File: src/rtl/mseq_counter_pkg.sv
// Package: shared order encoding for the multi-order counter.
// Assumes: the select is two bits wide and code 11 is an alias of ascending.
package mseq_counter_pkg;

    typedef enum logic [1:0] {
        ORD_UP     = 2'b00,
        ORD_DOWN   = 2'b01,
        ORD_STRIDE = 2'b10,
        ORD_ALIAS  = 2'b11
    } order_e;

    // Number of distinct next-code generators
    localparam int NUM_ORDERS = 3;

    // Map a select value onto a generator index (R6: alias -> ascending)
    function automatic int unsigned order_index(input logic [1:0] sel);
        case (sel)
            ORD_DOWN:   return 1;
            ORD_STRIDE: return 2;
            default:    return 0;
        endcase
    endfunction

endpackage

File: src/rtl/mseq_order_step.sv
// Module: one fixed code order. Gives the successor of the current code and
// flags whether the current code is the last one of the loop.
// Assumes: KIND 0 = +1, KIND 1 = -1, KIND 2 = +STRIDE; all arithmetic wraps
// modulo 2**WIDTH; STRIDE is odd, so the stride order visits every code.
module mseq_order_step #(
    parameter int WIDTH  = 3,
    parameter int STRIDE = 3,
    parameter int KIND   = 0
) (
    input  logic [WIDTH-1:0] cur,
    output logic [WIDTH-1:0] nxt,
    output logic             at_last
);
    localparam logic [WIDTH-1:0] ONE      = WIDTH'(1);
    localparam logic [WIDTH-1:0] STEP_V   = WIDTH'(STRIDE);
    localparam logic [WIDTH-1:0] ALL_ONES = {WIDTH{1'b1}};
    localparam logic [WIDTH-1:0] ZERO     = '0;
    localparam logic [WIDTH-1:0] STR_LAST = ZERO - STEP_V;

    generate
        if (KIND == 1) begin : g_down
            // Descending: subtract one, loop ends at zero
            always_comb begin
                nxt     = cur - ONE;
                at_last = (cur == ZERO);
            end
        end else if (KIND == 2) begin : g_stride
            // Stride: add STRIDE, loop ends one stride before zero
            always_comb begin
                nxt     = cur + STEP_V;
                at_last = (cur == STR_LAST);
            end
        end else begin : g_up
            // Ascending: add one, loop ends at all ones
            always_comb begin
                nxt     = cur + ONE;
                at_last = (cur == ALL_ONES);
            end
        end
    endgenerate

endmodule

File: src/rtl/mseq_state_reg.sv
// Module: state and wrap-flag registers with enable and synchronous reset.
// Assumes: nxt and at_last come from the generator of the selected order.
module mseq_state_reg #(
    parameter int WIDTH = 3
) (
    input  logic             clk,
    input  logic             rst_n,
    input  logic             en,
    input  logic [WIDTH-1:0] nxt,
    input  logic             at_last,
    output logic [WIDTH-1:0] state_q,
    output logic             wrap_q
);
    // Update the code on enabled edges; reset has priority
    always_ff @(posedge clk) begin
        if (!rst_n)  state_q <= '0;
        else if (en) state_q <= nxt;
    end

    // Flag one cycle when an enabled edge leaves the loop's last code
    always_ff @(posedge clk) begin
        if (!rst_n) wrap_q <= 1'b0;
        else        wrap_q <= en && at_last;
    end

    AST_RESET_CLEARS: assert property (@(posedge clk) !rst_n |=> (state_q == '0 && !wrap_q));
    AST_HOLD_WHEN_IDLE: assert property (@(posedge clk) disable iff (!rst_n)
        !en |=> ($stable(state_q) && !wrap_q));
    AST_WRAP_NEEDS_EN: assert property (@(posedge clk) disable iff (!rst_n)
        wrap_q |-> $past(en));

endmodule

File: src/rtl/mseq_counter.sv
// Module: top of the multi-order counter. Builds one successor generator per
// order, selects one by order_sel and registers the result.
// Assumes: order_sel may change on any cycle; the new order starts from the
// present count.
module mseq_counter #(
    parameter int WIDTH  = 3,
    parameter int STRIDE = 3
) (
    input  logic             clk,
    input  logic             rst_n,
    input  logic             en,
    input  logic [1:0]       order_sel,
    output logic [WIDTH-1:0] count,
    output logic             wrap
);
    import mseq_counter_pkg::*;

    localparam logic [WIDTH-1:0] STEP_V = WIDTH'(STRIDE);
    localparam logic [WIDTH-1:0] ONE    = WIDTH'(1);

    logic [WIDTH-1:0] nxt_arr  [NUM_ORDERS];
    logic             last_arr [NUM_ORDERS];
    logic [WIDTH-1:0] nxt_sel;
    logic             last_sel;
    logic [WIDTH-1:0] state_q;
    logic             wrap_q;

    // One generator per order
    generate
        for (genvar g = 0; g < NUM_ORDERS; g++) begin : g_ord
            mseq_order_step #(.WIDTH(WIDTH), .STRIDE(STRIDE), .KIND(g)) u_ord (
                .cur     (state_q),
                .nxt     (nxt_arr[g]),
                .at_last (last_arr[g])
            );
        end
    endgenerate

    // Pick the successor and last-code flag of the selected order
    always_comb begin
        nxt_sel  = nxt_arr[order_index(order_sel)];
        last_sel = last_arr[order_index(order_sel)];
    end

    mseq_state_reg #(.WIDTH(WIDTH)) u_reg (
        .clk     (clk),
        .rst_n   (rst_n),
        .en      (en),
        .nxt     (nxt_sel),
        .at_last (last_sel),
        .state_q (state_q),
        .wrap_q  (wrap_q)
    );

    assign count = state_q;
    assign wrap  = wrap_q;

    AST_UP_STEP: assert property (@(posedge clk) disable iff (!rst_n)
        (en && order_sel[1] == order_sel[0]) |=> count == $past(count) + ONE);
    AST_DOWN_STEP: assert property (@(posedge clk) disable iff (!rst_n)
        (en && order_sel == ORD_DOWN) |=> count == $past(count) - ONE);
    AST_STRIDE_STEP: assert property (@(posedge clk) disable iff (!rst_n)
        (en && order_sel == ORD_STRIDE) |=> count == $past(count) + STEP_V);
    AST_WRAP_LANDS_FIRST: assert property (@(posedge clk) disable iff (!rst_n)
        (wrap && $past(order_sel) != ORD_DOWN) |-> count == '0);

endmodule

File: config.mk
export PLATFORM = sky130hd
export DESIGN_NAME = mseq_counter
export DESIGN_NICKNAME = d
export VERILOG_FILES = /design/src/rtl/mseq_counter_pkg.sv /design/src/rtl/mseq_order_step.sv /design/src/rtl/mseq_state_reg.sv /design/src/rtl/mseq_counter.sv
export SDC_FILE = /design/constraint.sdc
export NUM_CORES = 1
export LEC_CHECK = 0
export BUFFER_PORTS_ARGS = -buffer_cell sky130_fd_sc_hd__buf_2
export CAP_MARGIN = 30
export CORE_AREA = 2 2 39 41
export CTS_CLUSTER_SIZE = 30
export DETAILED_ROUTE_END_ITERATION = 6
export DIE_AREA = 0 0 41 43
export HOLD_SLACK_MARGIN = 0.05
export PLACE_DENSITY = 0.43
export REMOVE_ABC_BUFFERS = 1
export SLEW_MARGIN = 0
export SYNTH_ARGS = -nofsm -noshare
export SYNTH_HDL_FRONTEND = slang
export SYNTH_SLANG_ARGS = --single-unit
File: constraint.sdc
create_clock -name clk -period 1.92 [get_ports clk]
set_clock_uncertainty 0.1 [all_clocks]
set_input_delay 0.288 -clock clk [delete_from_list [all_inputs] [get_ports clk]]
set_output_delay 0.288 -clock clk [all_outputs]
set_load 0.01 [all_outputs]
# Word level (Yosys, flattened, before mapping)

Index checks and enable logic that the tools add are counted.

Bitwise gates (word level): 1
Reduce and logical (&&, ||, !) cells: 2
Muxes and demuxes: 7
Add/subtract/negate cells: 3
Magnitude comparators: 1
Equal/unequal tests: 4

Operator list:

| cell                                                                | number |
|---|---|
| greater-or-equal comparator 33 x 3 -> 1 bit (second input constant) | 1 |
| NOT 32 -> 33 bit                                                    | 1 |
| binary-select mux 3 bit (select 2 bit)                              | 1 |
| == test 3 bit (second input constant)                               | 2 |
| 2-to-1 mux 3 bit                                                    | 2 |
| case mux 2 bit (2 select lines)                                     | 1 |
| adder 3 x 1 -> 3 bit (second input constant)                        | 1 |
| adder 3 x 2 -> 3 bit (second input constant)                        | 1 |
| zero test 3 bit                                                     | 1 |
| subtractor 3 x 1 -> 3 bit (second input constant)                   | 1 |
| binary-select mux 1 bit (select 2 bit)                              | 1 |
| == test 2 x 1 -> 1 bit (second input constant)                      | 1 |
| == test 2 bit (second input constant)                               | 1 |
| 2-to-1 mux 1 bit                                                    | 2 |
| logical AND 1 bit                                                   | 1 |

Register bits: 4

# Longest topological paths before layout

Gate-level depths: netlist of the first run.

Depth after elaboration: 7
Mapped depth: 5

# By module

Synthesis of the first run repeated with hierarchy kept, for this count alone.

Cell total of the unflattened synthesis: 42
Area, all modules: 395.4 um2

Modules (own cells, without submodules):

| module                            | cells an instance | sequential area each (um2) | area each (um2) | times used |
|---|---|---|---|---|
| mseq_state_reg                    | 11                | 80.1                       | 136.4           | 1 |
| mseq_counter                      | 14                | 0.0                        | 135.1           | 1 |
| mseq_order_step at g_ord[2].u_ord | 7                 | 0.0                        | 51.3            | 1 |
| mseq_order_step at g_ord[1].u_ord | 7                 | 0.0                        | 43.8            | 1 |
| mseq_order_step at g_ord[0].u_ord | 3                 | 0.0                        | 28.8            | 1 |

# Worst setup path after synthesis of the first run

OpenSTA, ideal clock, no wires.

Path kind: register to register
Start point: register u_reg.state_q[0]
End point: register u_reg.wrap_q
Buffers on the path: 0
Setup time: 0.126 ns
Stages on the path, launching flop included: 6
Required time: 1.694 ns
Setup slack: 0.486 ns
Data arrival time: 1.208 ns
Clock period less this slack: 1.434 ns
Cells stage by stage: dfxtp_1 > ha_1 > ha_1 > and2b_2 > a311oi_1 > a211oi_1

Cells in the longest elaborated chain, start to end: 5

Ends and longest elaborated chain:

| what                                                   | RTL line              | source |
|---|---|---|
| start: declaration                                     | mseq_state_reg.sv:11  | `output logic [WIDTH-1:0] state_q,` |
| start signal: assignment                               | mseq_state_reg.sv:17  | `else if (en) state_q <= nxt;` |
| == test 3 bit, or another cell as far along            | mseq_order_step.sv:31 | `at_last = (cur == STR_LAST);` |
| binary-select mux 1 bit (select 2 bit) *               | mseq_counter.sv:42    | `last_sel = last_arr[order_index(order_sel)];` |
| 2-to-1 mux 1 bit (implied by the code) * (2 in series) | mseq_counter.sv:42    |  |
| logical AND 1 bit *                                    | mseq_state_reg.sv:23  | `else wrap_q <= en && at_last;` |
| end signal: assignment                                 | mseq_state_reg.sv:23  |  |
| end: declaration                                       | mseq_state_reg.sv:12  | `output logic wrap_q` |

Mark *: on every way between the ends. The rest lies on a longest branch, timed or not. The select of a mux whose other input is x is not followed.
A chain may end at the register's enable or synchronous reset.

# Final worst setup path of the first run

Same ends and word-level chain as after synthesis.

==> flow_metrics.tcl, run 1 <==
set metrics [dict create \
    status "finished clean" \
    relSlewSlack_pct 83.3 \
    synth_fa_ha_area_share_pct 20.7 \
    critPathTopFamily "adder cells" \
    dp.cells 55 \
    synth-compound-area-share_pct 16.1 \
    wl_per_cell_um 10.4 \
    stdcell_area_um2 380 \
    clk_latency_ps 230 \
    cts-buffers-inserted 3 \
    synth_top_area_share_pct 26.4 \
    cpMostUsedCell "ha_1" \
    initial_core_util_pct 21.9 \
    gp_congestion 0.615 \
    setup_viol 0 \
    drive_above_1_share_pct 31.0 \
    fmax_mhz 673 \
    setup-tns-final_ps 0 \
    diodes 0 \
    worstSetupEndpointType "flop" \
    clk_pin_slew_ps 40 \
    ios 9 \
    grt_pass1_wl_um 1090 \
    final_antenna_net_count 0 \
    synth-simple-area-share_pct 20.7 \
    vias_per_cell 4.55 \
    fin_hold_ws_ps 205 \
    die_x_um 41 \
    grt_max_degree 10 \
    crit_chain "ha_1 -> ha_1 -> and2b_2 -> a311oi_1 -> a211oi_1" \
    slowest_delay_ps 350 \
    syn_inst 32 \
    synth_area_leaders "dfxtp_1, ha_1, nand3b_1, xor2_1, a211oi_2" \
    critPathMaxFanout 5 \
    cts_tree "done" \
    yosys.area.top_type "dfxtp_1" \
    critPathKind "reg -> reg" \
    cp_slowest_cell "dfxtp_1" \
    die-area_um2 1760 \
    grt_use_total_pct 9.60 \
    htree_levels 1 \
    layout_min_cycle_time_ps 1490 \
    filler_cell_count 156 \
    seq_area_um2 80.1 \
    min_period_over_period_pct 77.4 \
    finalHoldViolCount 0 \
    placed_area_um2 358 \
    synth_xor_area_share_pct 8.68 \
    clockBufferDepth 2 \
    grt_pass1_vias 247 \
    dr.pass1.iters 3 \
    synth_area_um2 303 \
    multi_input_area_um2 210 \
    synth_seq_cells 4 \
    finalWirelength_um 602 \
    vias 264 \
    hold_class "in -> reg" \
    cp-start-kind "flop" \
    num_rows 14 \
    worst_slack_ps 434 \
    rsz0062_at_grt "no" \
    leakage_nw 0.175 \
    chipHeight_um 43 \
    io_buffers 8 \
    syn_to_final_growth_pct 25.6 \
    ir_drop_mv 0.549 \
    worstMarginPinSlew_ps 249 \
    place_ws_ps 428 \
    cts_setup_buffers 0 \
    arrival_ps 1500 \
    drv_slew 0 \
    power.density_nw_per_um2 738 \
    cts_sinks 4 \
    synth_area_per_cell_um2 9.46 \
    yosysUniqueCellTypes 20 \
    grt_overflow 0 \
    required_ps 1930 \
    final_cells 58 \
    cp_num_buf_inv 0 \
    post_cts_resized 0 \
    drc 0 \
    max-cap-violations 0 \
    synth_top_family_by_area "adder cells" \
    clock-root-buffer "clkbuf_4" \
    hold_buffers 0 \
    seq_area_frac_synth_pct 26.4 \
    p_total_mw 0.281 \
    coreArea_um2 1380 \
    synth_mux_area_share_pct 3.31 \
    drt_iter0_markers 4 \
    fin_util_pct 27.5 \
    layout.nets 54 \
    antenna_found_initial 0 \
    ys_warn_count 0 \
]
-- registers in the layout (all words and copies together) (netlist names) --
register and flops:
u_reg.wrap_q 1, u_reg.state_q 3
-- layout make-up --
class | instances | area share (%)
sequential | 4 | 21.1
tap | 16 | 5.26
timing repair buffer | 8 | 10.5
multi-input combinational | 25 | 55.3
inverter | 2 | 1.97
clock buffer | 3 | 5.92
-- placed cells by master (no fill, tap or decap) --
cell type | Yosys | layout
a211oi_2 | 1 | 1
ha_1 | 5 | 5
xnor2_1 | 1 | 1
nand2_1 | 1 | 1
dfxtp_1 | 4 | 4
and2_1 | 1 | 1
a22oi_1 | 1 | 1
clkbuf_4 | 0 | 3
nor2_1 | 2 | 2
o21ai_0 | 1 | 1
a311oi_1 | 1 | 1
and2b_2 | 1 | 1
nand3b_1 | 3 | 3
o211ai_1 | 1 | 1
a211oi_1 | 1 | 1
nand3_1 | 1 | 1
buf_2 | 1 | 8
xor2_1 | 2 | 2
nand4b_1 | 1 | 1
mux2i_1 | 1 | 1
inv_1 | 2 | 2
-- power by group --
part | leakage, nW | switching [mW] | total (mW) | internal [mW]
logic | 0.128 | 0.0392 | 0.0758 | 0.0366
registers | 0.0331 | 0.0107 | 0.103 | 0.0921
clock network | 0.0138 | 0.0324 | 0.102 | 0.0697
-- layer usage --
metal | GRT usage, % | wire length [µm]
met4 | 4.00 | 0
met1 | 13.0 | 303
met3 | 7.85 | 59
met5 | 0 | 0
met2 | 10.6 | 239
-- worst paths after layout --
check	start	to	slack, ps	cells past startpoint
hold / removal	order_sel[0]	u_reg.wrap_q	200	2
hold reg to reg	u_reg.state_q[1]	u_reg.state_q[1]	460	2
setup / recovery	u_reg.state_q[0]	u_reg.wrap_q	430	5
setup reg to reg	u_reg.state_q[0]	u_reg.wrap_q	430	5
-- cells in the mapped netlist --
library cell and instances:
buf_2 1, nand2_1 1, a211oi_1 1, a211oi_2 1, nand3b_1 3, nand4b_1 1, a22oi_1 1, xnor2_1 1
nand3_1 1, mux2i_1 1, ha_1 5, inv_1 2, o211ai_1 1, xor2_1 2, dfxtp_1 4, and2_1 1
and2b_2 1, nor2_1 2, a311oi_1 1, o21ai_0 1
-- logic make-up (layout without fill, tap and decap cells) --
kind of cell | Yosys count | count (layout)
flip-flops | 4 | 4
AO/OA/AOI/OAI | 6 | 6
adder cells (fa/ha/maj) | 5 | 5
buffers and inverters | 3 | 13
AND/OR/NAND/NOR | 10 | 10
XOR/XNOR | 3 | 3
multiplexers | 1 | 1
No activity file was read; power rests on OpenSTA's default activity.
==> run 2, diff against run 1 <==
--- a/config.mk
+++ b/config.mk
@@ -12,7 +12,7 @@
 export DETAILED_ROUTE_END_ITERATION = 6
 export DIE_AREA = 0 0 41 43
 export HOLD_SLACK_MARGIN = 0.05
-export PLACE_DENSITY = 0.43
+export PLACE_DENSITY = 0.44
 export REMOVE_ABC_BUFFERS = 1
 export SLEW_MARGIN = 0
 export SYNTH_ARGS = -nofsm -noshare
==> constraint.sdc (replaced) <==
create_clock -name clk -period 1.2 [get_ports clk]
set_clock_uncertainty 0.1 [all_clocks]
set_input_delay 0.18 -clock clk [delete_from_list [all_inputs] [get_ports clk]]
set_output_delay 0.18 -clock clk [all_outputs]
set_load 0.01 [all_outputs]
==> run 2 against run 1 <==
The flow now finishes with violations (setup timing). Global-route usage increased by 1.4 points. Non-clock buffer count increased by 6. Highest routed layer unchanged. Final cell count rose by 10%. First-iteration DRC count is 25% higher. Power rose by 89%. Sequential power increased by 62%.
==> flow_metrics.tcl, run 2 (synthesized netlist as in run 1, its figures left out) <==
set metrics [dict create \
    finalHoldViolCount 0 \
    arrival_ps 1340 \
    layout.nets 60 \
    vias 291 \
    largest_reg_flops 3 \
    status "finished, violations left" \
    setup_viol 3 \
    hold_buffers 0 \
    final_common_cell "buf_2" \
    p_total_mw 0.531 \
    cp-start-kind "flop" \
    grt_use_total_pct 11.0 \
    layout_common_cells "buf_2, buf_6" \
    coreArea_um2 1380 \
    layout_min_cycle_time_ps 1330 \
    syn_to_final_growth_pct 66.9 \
    drv_slew 0 \
    fmax_mhz 753 \
    cts_tree "done" \
    clock-root-buffer "clkbuf_4" \
    leakage_nw 0.213 \
    drive_above_1_share_pct 60.4 \
    clk_latency_ps 230 \
    clockBufferDepth 2 \
    cts-buffers-inserted 3 \
    required_ps 1210 \
    top_register "u_reg.state_q" \
    cp_slowest_cell "dfxtp_4" \
    critPathKind "reg -> reg" \
    drt_iter0_markers 5 \
    power.density_nw_per_um2 1050 \
    worstSetupEndpointType "flop" \
    chipHeight_um 43 \
    num_rows 14 \
    grt_pass1_vias 285 \
    die-area_um2 1760 \
    reg_top3 "u_reg.state_q (3), u_reg.wrap_q (1)" \
    critPathMaxFanout 3 \
    max-cap-violations 0 \
    relSlewSlack_pct 83.2 \
    clk_pin_slew_ps 40 \
    htree_levels 1 \
    die_x_um 41 \
    gp_congestion 0.688 \
    crit_chain "ha_4 -> ha_4 -> and2b_2 -> a311oi_2 -> a211oi_1" \
    rsz0062_at_grt "yes" \
    hold_class "in -> reg" \
    min_period_over_period_pct 111 \
    worstMarginPinSlew_ps 251 \
    grt_max_degree 10 \
    dp_hpwl_um 487 \
    finalWirelength_um 699 \
    vias_per_cell 4.55 \
    dr.pass1.iters 2 \
    drc 0 \
    initial_core_util_pct 21.9 \
    violations "setup timing" \
    antenna_found_initial 0 \
    cpMostUsedCell "ha_4" \
    diodes 0 \
    wl_per_cell_um 10.9 \
    slowest_delay_ps 350 \
    grt_overflow 0 \
    worst_slack_ps -128 \
    io_buffers 8 \
    cts_sinks 4 \
    final_antenna_net_count 0 \
    grt_pass1_wl_um 1210 \
    fin_util_pct 36.5 \
    ir_drop_mv 0.819 \
    filler_cell_count 146 \
    ios 9 \
]
==> run 2: cell count changes in the layout (fill, tap and decap cells not counted), moves of 2 or more <==
cell,before,now
dfxtp_1,4,1
dfxtp_4,0,2
buf_4,0,3
ha_1,5,1
buf_6,0,4
ha_4,0,3
==> run 2: area by class of cell <==
type	count	area, µm²	area share, %
timing repair buffer	14	103	20.3
sequential	4	88.8	17.6
inverter	2	7.51	1.49
clock buffer	3	22.5	4.46
tap	16	20.0	3.96
multi-input combinational	25	264	52.2
==> run 2: report_power, final <==
part	internal, mW	switching (mW)	total (mW)
combinational	0.114	0.0869	0.201
sequential	0.150	0.0172	0.167
clock	0.112	0.0519	0.163
total	0.375	0.156	0.531
==> run 2: what timing repair did <==
item,in CTS,in global routing
gates cloned,0,0
resized for setup,14,5
buffers inserted,1,2
pin swaps,6,0
setup endpoints to repair,3,5
==> run 2: stage by stage <==
| step | cells | TNS [ps] | area [µm²] | setup WS (ps) | hold slack (ps) |
|---|---|---|---|---|---|
| 3_5_place_dp | 59 | -500 | 388 | -249 | 347 |
| 2_1_floorplan | 31 | -417 | 298 | -234 | 171 |
| 6_report | 64 | -238 | 505 | -128 | 116 |
| 5_1_grt | 64 | -449 | 505 | -178 | 119 |
| 4_1_cts | 63 | -310 | 489 | -118 | 107 |
| 3_3_place_gp | 59 | -465 | 388 | -208 | 336 |
==> run 2: critical path, delay by kind of cell (launching register included) <==
family	cells	cell delay [ps]
compound gates	2	260
flops	1	350
fa+ha+maj	2	310
simple gates	1	190
==> run 2: path summary, 6_finish.rpt <==
kind	startpoint	to	slack [ps]	cells after the start
setup / recovery	u_reg.state_q[0]	u_reg.wrap_q	-130	5
hold / removal	order_sel[0]	u_reg.wrap_q	120	2
setup reg to reg	u_reg.state_q[0]	u_reg.wrap_q	-130	5
hold reg to reg	u_reg.state_q[1]	u_reg.state_q[1]	560	3
==> run 2: layer usage <==
metal | up-vias | track usage (%) | share of wire [%]
li1 | 146 | - | -
met1 | 134 | 12.1 | 42
met2 | 11 | 15.9 | 49
met3 | 0 | 7.85 | 9.0
met4 | 0 | 4.00 | 0
met5 | - | 0 | 0
==> run 3, diff against run 2 <==
--- a/config.mk
+++ b/config.mk
@@ -12,8 +12,9 @@
 export DETAILED_ROUTE_END_ITERATION = 6
 export DIE_AREA = 0 0 41 43
 export HOLD_SLACK_MARGIN = 0.05
-export PLACE_DENSITY = 0.44
+export PLACE_DENSITY = 0.43
 export REMOVE_ABC_BUFFERS = 1
+export SETUP_SLACK_MARGIN = 0.1
 export SLEW_MARGIN = 0
 export SYNTH_ARGS = -nofsm -noshare
 export SYNTH_HDL_FRONTEND = slang
==> constraint.sdc (replaced) <==
create_clock -name clk -period 1.45 [get_ports clk]
set_clock_uncertainty 0.1 [all_clocks]
set_input_delay 0.2175 -clock clk [delete_from_list [all_inputs] [get_ports clk]]
set_output_delay 0.2175 -clock clk [all_outputs]
set_load 0.01 [all_outputs]
==> run 3 against run 2 <==
The run now ends clean. Routed wire length fell by 6.7%. First-iteration DRC count fell by 40%. Final cell count fell by 3.1%. Via count fell by 2.4%. Non-clock buffer count fell by 2. Largest power group is now clock.
==> flow_metrics.tcl, run 3 (synthesized netlist as in run 1, its figures left out) <==
set metrics [dict create \
    status "finished clean" \
    die_x_um 41 \
    num_rows 14 \
    largest_reg_flops 3 \
    worstMarginPinSlew_ps 253 \
    vias 284 \
    final_antenna_net_count 0 \
    ir_drop_mv 0.619 \
    hold_class "in -> reg" \
    grt_max_degree 10 \
    leakage_nw 0.190 \
    critPathMaxFanout 4 \
    max-cap-violations 0 \
    setup-tns-final_ps 0 \
    initial_core_util_pct 21.9 \
    clockBufferDepth 2 \
    hold_buffers 0 \
    vias_per_cell 4.58 \
    layout_min_cycle_time_ps 1320 \
    grt_pass1_wl_um 959 \
    cts_sinks 4 \
    drc 0 \
    drv_slew 0 \
    top_register "u_reg.state_q" \
    antenna_found_initial 0 \
    filler_cell_count 158 \
    drt_iter0_markers 3 \
    relSlewSlack_pct 83.1 \
    finalWirelength_um 652 \
    arrival_ps 1340 \
    layout.nets 58 \
    final_cells 62 \
    cts-buffers-inserted 3 \
    final_common_cell "buf_2" \
    reg_top3 "u_reg.state_q (3), u_reg.wrap_q (1)" \
    clk_pin_slew_ps 40 \
    chipHeight_um 43 \
    p_total_mw 0.397 \
    dp_hpwl_um 473 \
    wl_per_cell_um 10.5 \
    setup_viol 0 \
    required_ps 1470 \
    clk_latency_ps 240 \
    die-area_um2 1760 \
    dp.cells 58 \
    dr.pass1.iters 2 \
    rsz0062_at_grt "yes" \
    cp-start-kind "flop" \
    fmax_mhz 756 \
    grt_overflow 0 \
    ios 9 \
    finalHoldViolCount 0 \
    grt_use_total_pct 8.60 \
    worstSetupEndpointType "flop" \
    layout_common_cells "buf_2, buf_4, nand3b_1, ha_2, clkbuf_4" \
    power.density_nw_per_um2 931 \
    diodes 0 \
    drive_above_1_share_pct 52.2 \
    critPathKind "reg -> reg" \
    grt_pass1_vias 257 \
    min_period_over_period_pct 91.2 \
    cts_tree "done" \
    clock-root-buffer "clkbuf_4" \
    coreArea_um2 1380 \
    io_buffers 8 \
    htree_levels 1 \
    gp_congestion 0.631 \
    syn_to_final_growth_pct 40.9 \
]
run 3: cell types whose count changed in the layout (fill, tap and decap cells not counted):
cell	before	now
ha_2	1	3
ha_4	3	0
xnor2_1	0	1
buf_2	7	8
ha_1	1	2
dfxtp_4	2	0
dfxtp_2	1	2
buf_6	4	0
dfxtp_1	1	2
xnor2_2	1	0
buf_4	3	4
run 3: per-layer routing:
| metal | vias to the layer above | GRT usage, % | wire length (µm) |
|---|---|---|---|
| met5 | - | 0 | 0 |
| met4 | 0 | 4.00 | 0 |
| met3 | 0 | 6.28 | 38 |
| met2 | 10 | 12.5 | 296 |
| met1 | 130 | 8.89 | 317 |
| li1 | 144 | - | - |
run 3: cell type report:
| class | count | area, µm² | area share [%] |
|---|---|---|---|
| multi-input cells | 25 | 224 | 52.5 |
| inverters | 2 | 7.51 | 1.76 |
| repair buffers | 12 | 70.1 | 16.4 |
| well taps | 16 | 20.0 | 4.69 |
| clock buffers | 3 | 22.5 | 5.28 |
| flip-flops and latches | 4 | 82.6 | 19.4 |
run 3: stage by stage:
step | hold slack [ps] | util, % | cell area [µm²] | worst slack [ps]
3_3_place_gp | 382 | 27.5 | 380 | 30.8
3_5_place_dp | 376 | 27.5 | 380 | 3.78
4_1_cts | 121 | 29.6 | 409 | 109
5_1_grt | 135 | 30.8 | 427 | 81.7
6_report | 138 | 30.8 | 427 | 128
2_1_floorplan | 209 | - | 298 | 15.7
run 3: what timing repair did:
item,in CTS,in global routing
gates resized for setup,3,4
pin swaps,1,1
setup endpoints to repair,2,2
buffers inserted,0,1
run 3: critical path, cell delays in order (launching register included):
cell and delay [ps]:
dfxtp_2 330, ha_2 180, ha_2 170, and2b_2 190
a311oi_2 180, a211oi_1 60
run 3: final timing paths:
path	start	end	slack (ps)	cells after the start
worst min register to register	u_reg.state_q[1]	u_reg.state_q[1]	550	3
worst max-delay path	u_reg.state_q[0]	u_reg.wrap_q	130	5
worst min-delay path	order_sel[0]	u_reg.wrap_q	140	2
worst max register to register	u_reg.state_q[0]	u_reg.wrap_q	130	5
run 3: report_power, final:
group	internal, mW	switching (mW)
sequential	0.123	0.00926
combinational	0.0650	0.0613
clock	0.0926	0.0457
total	0.281	0.116
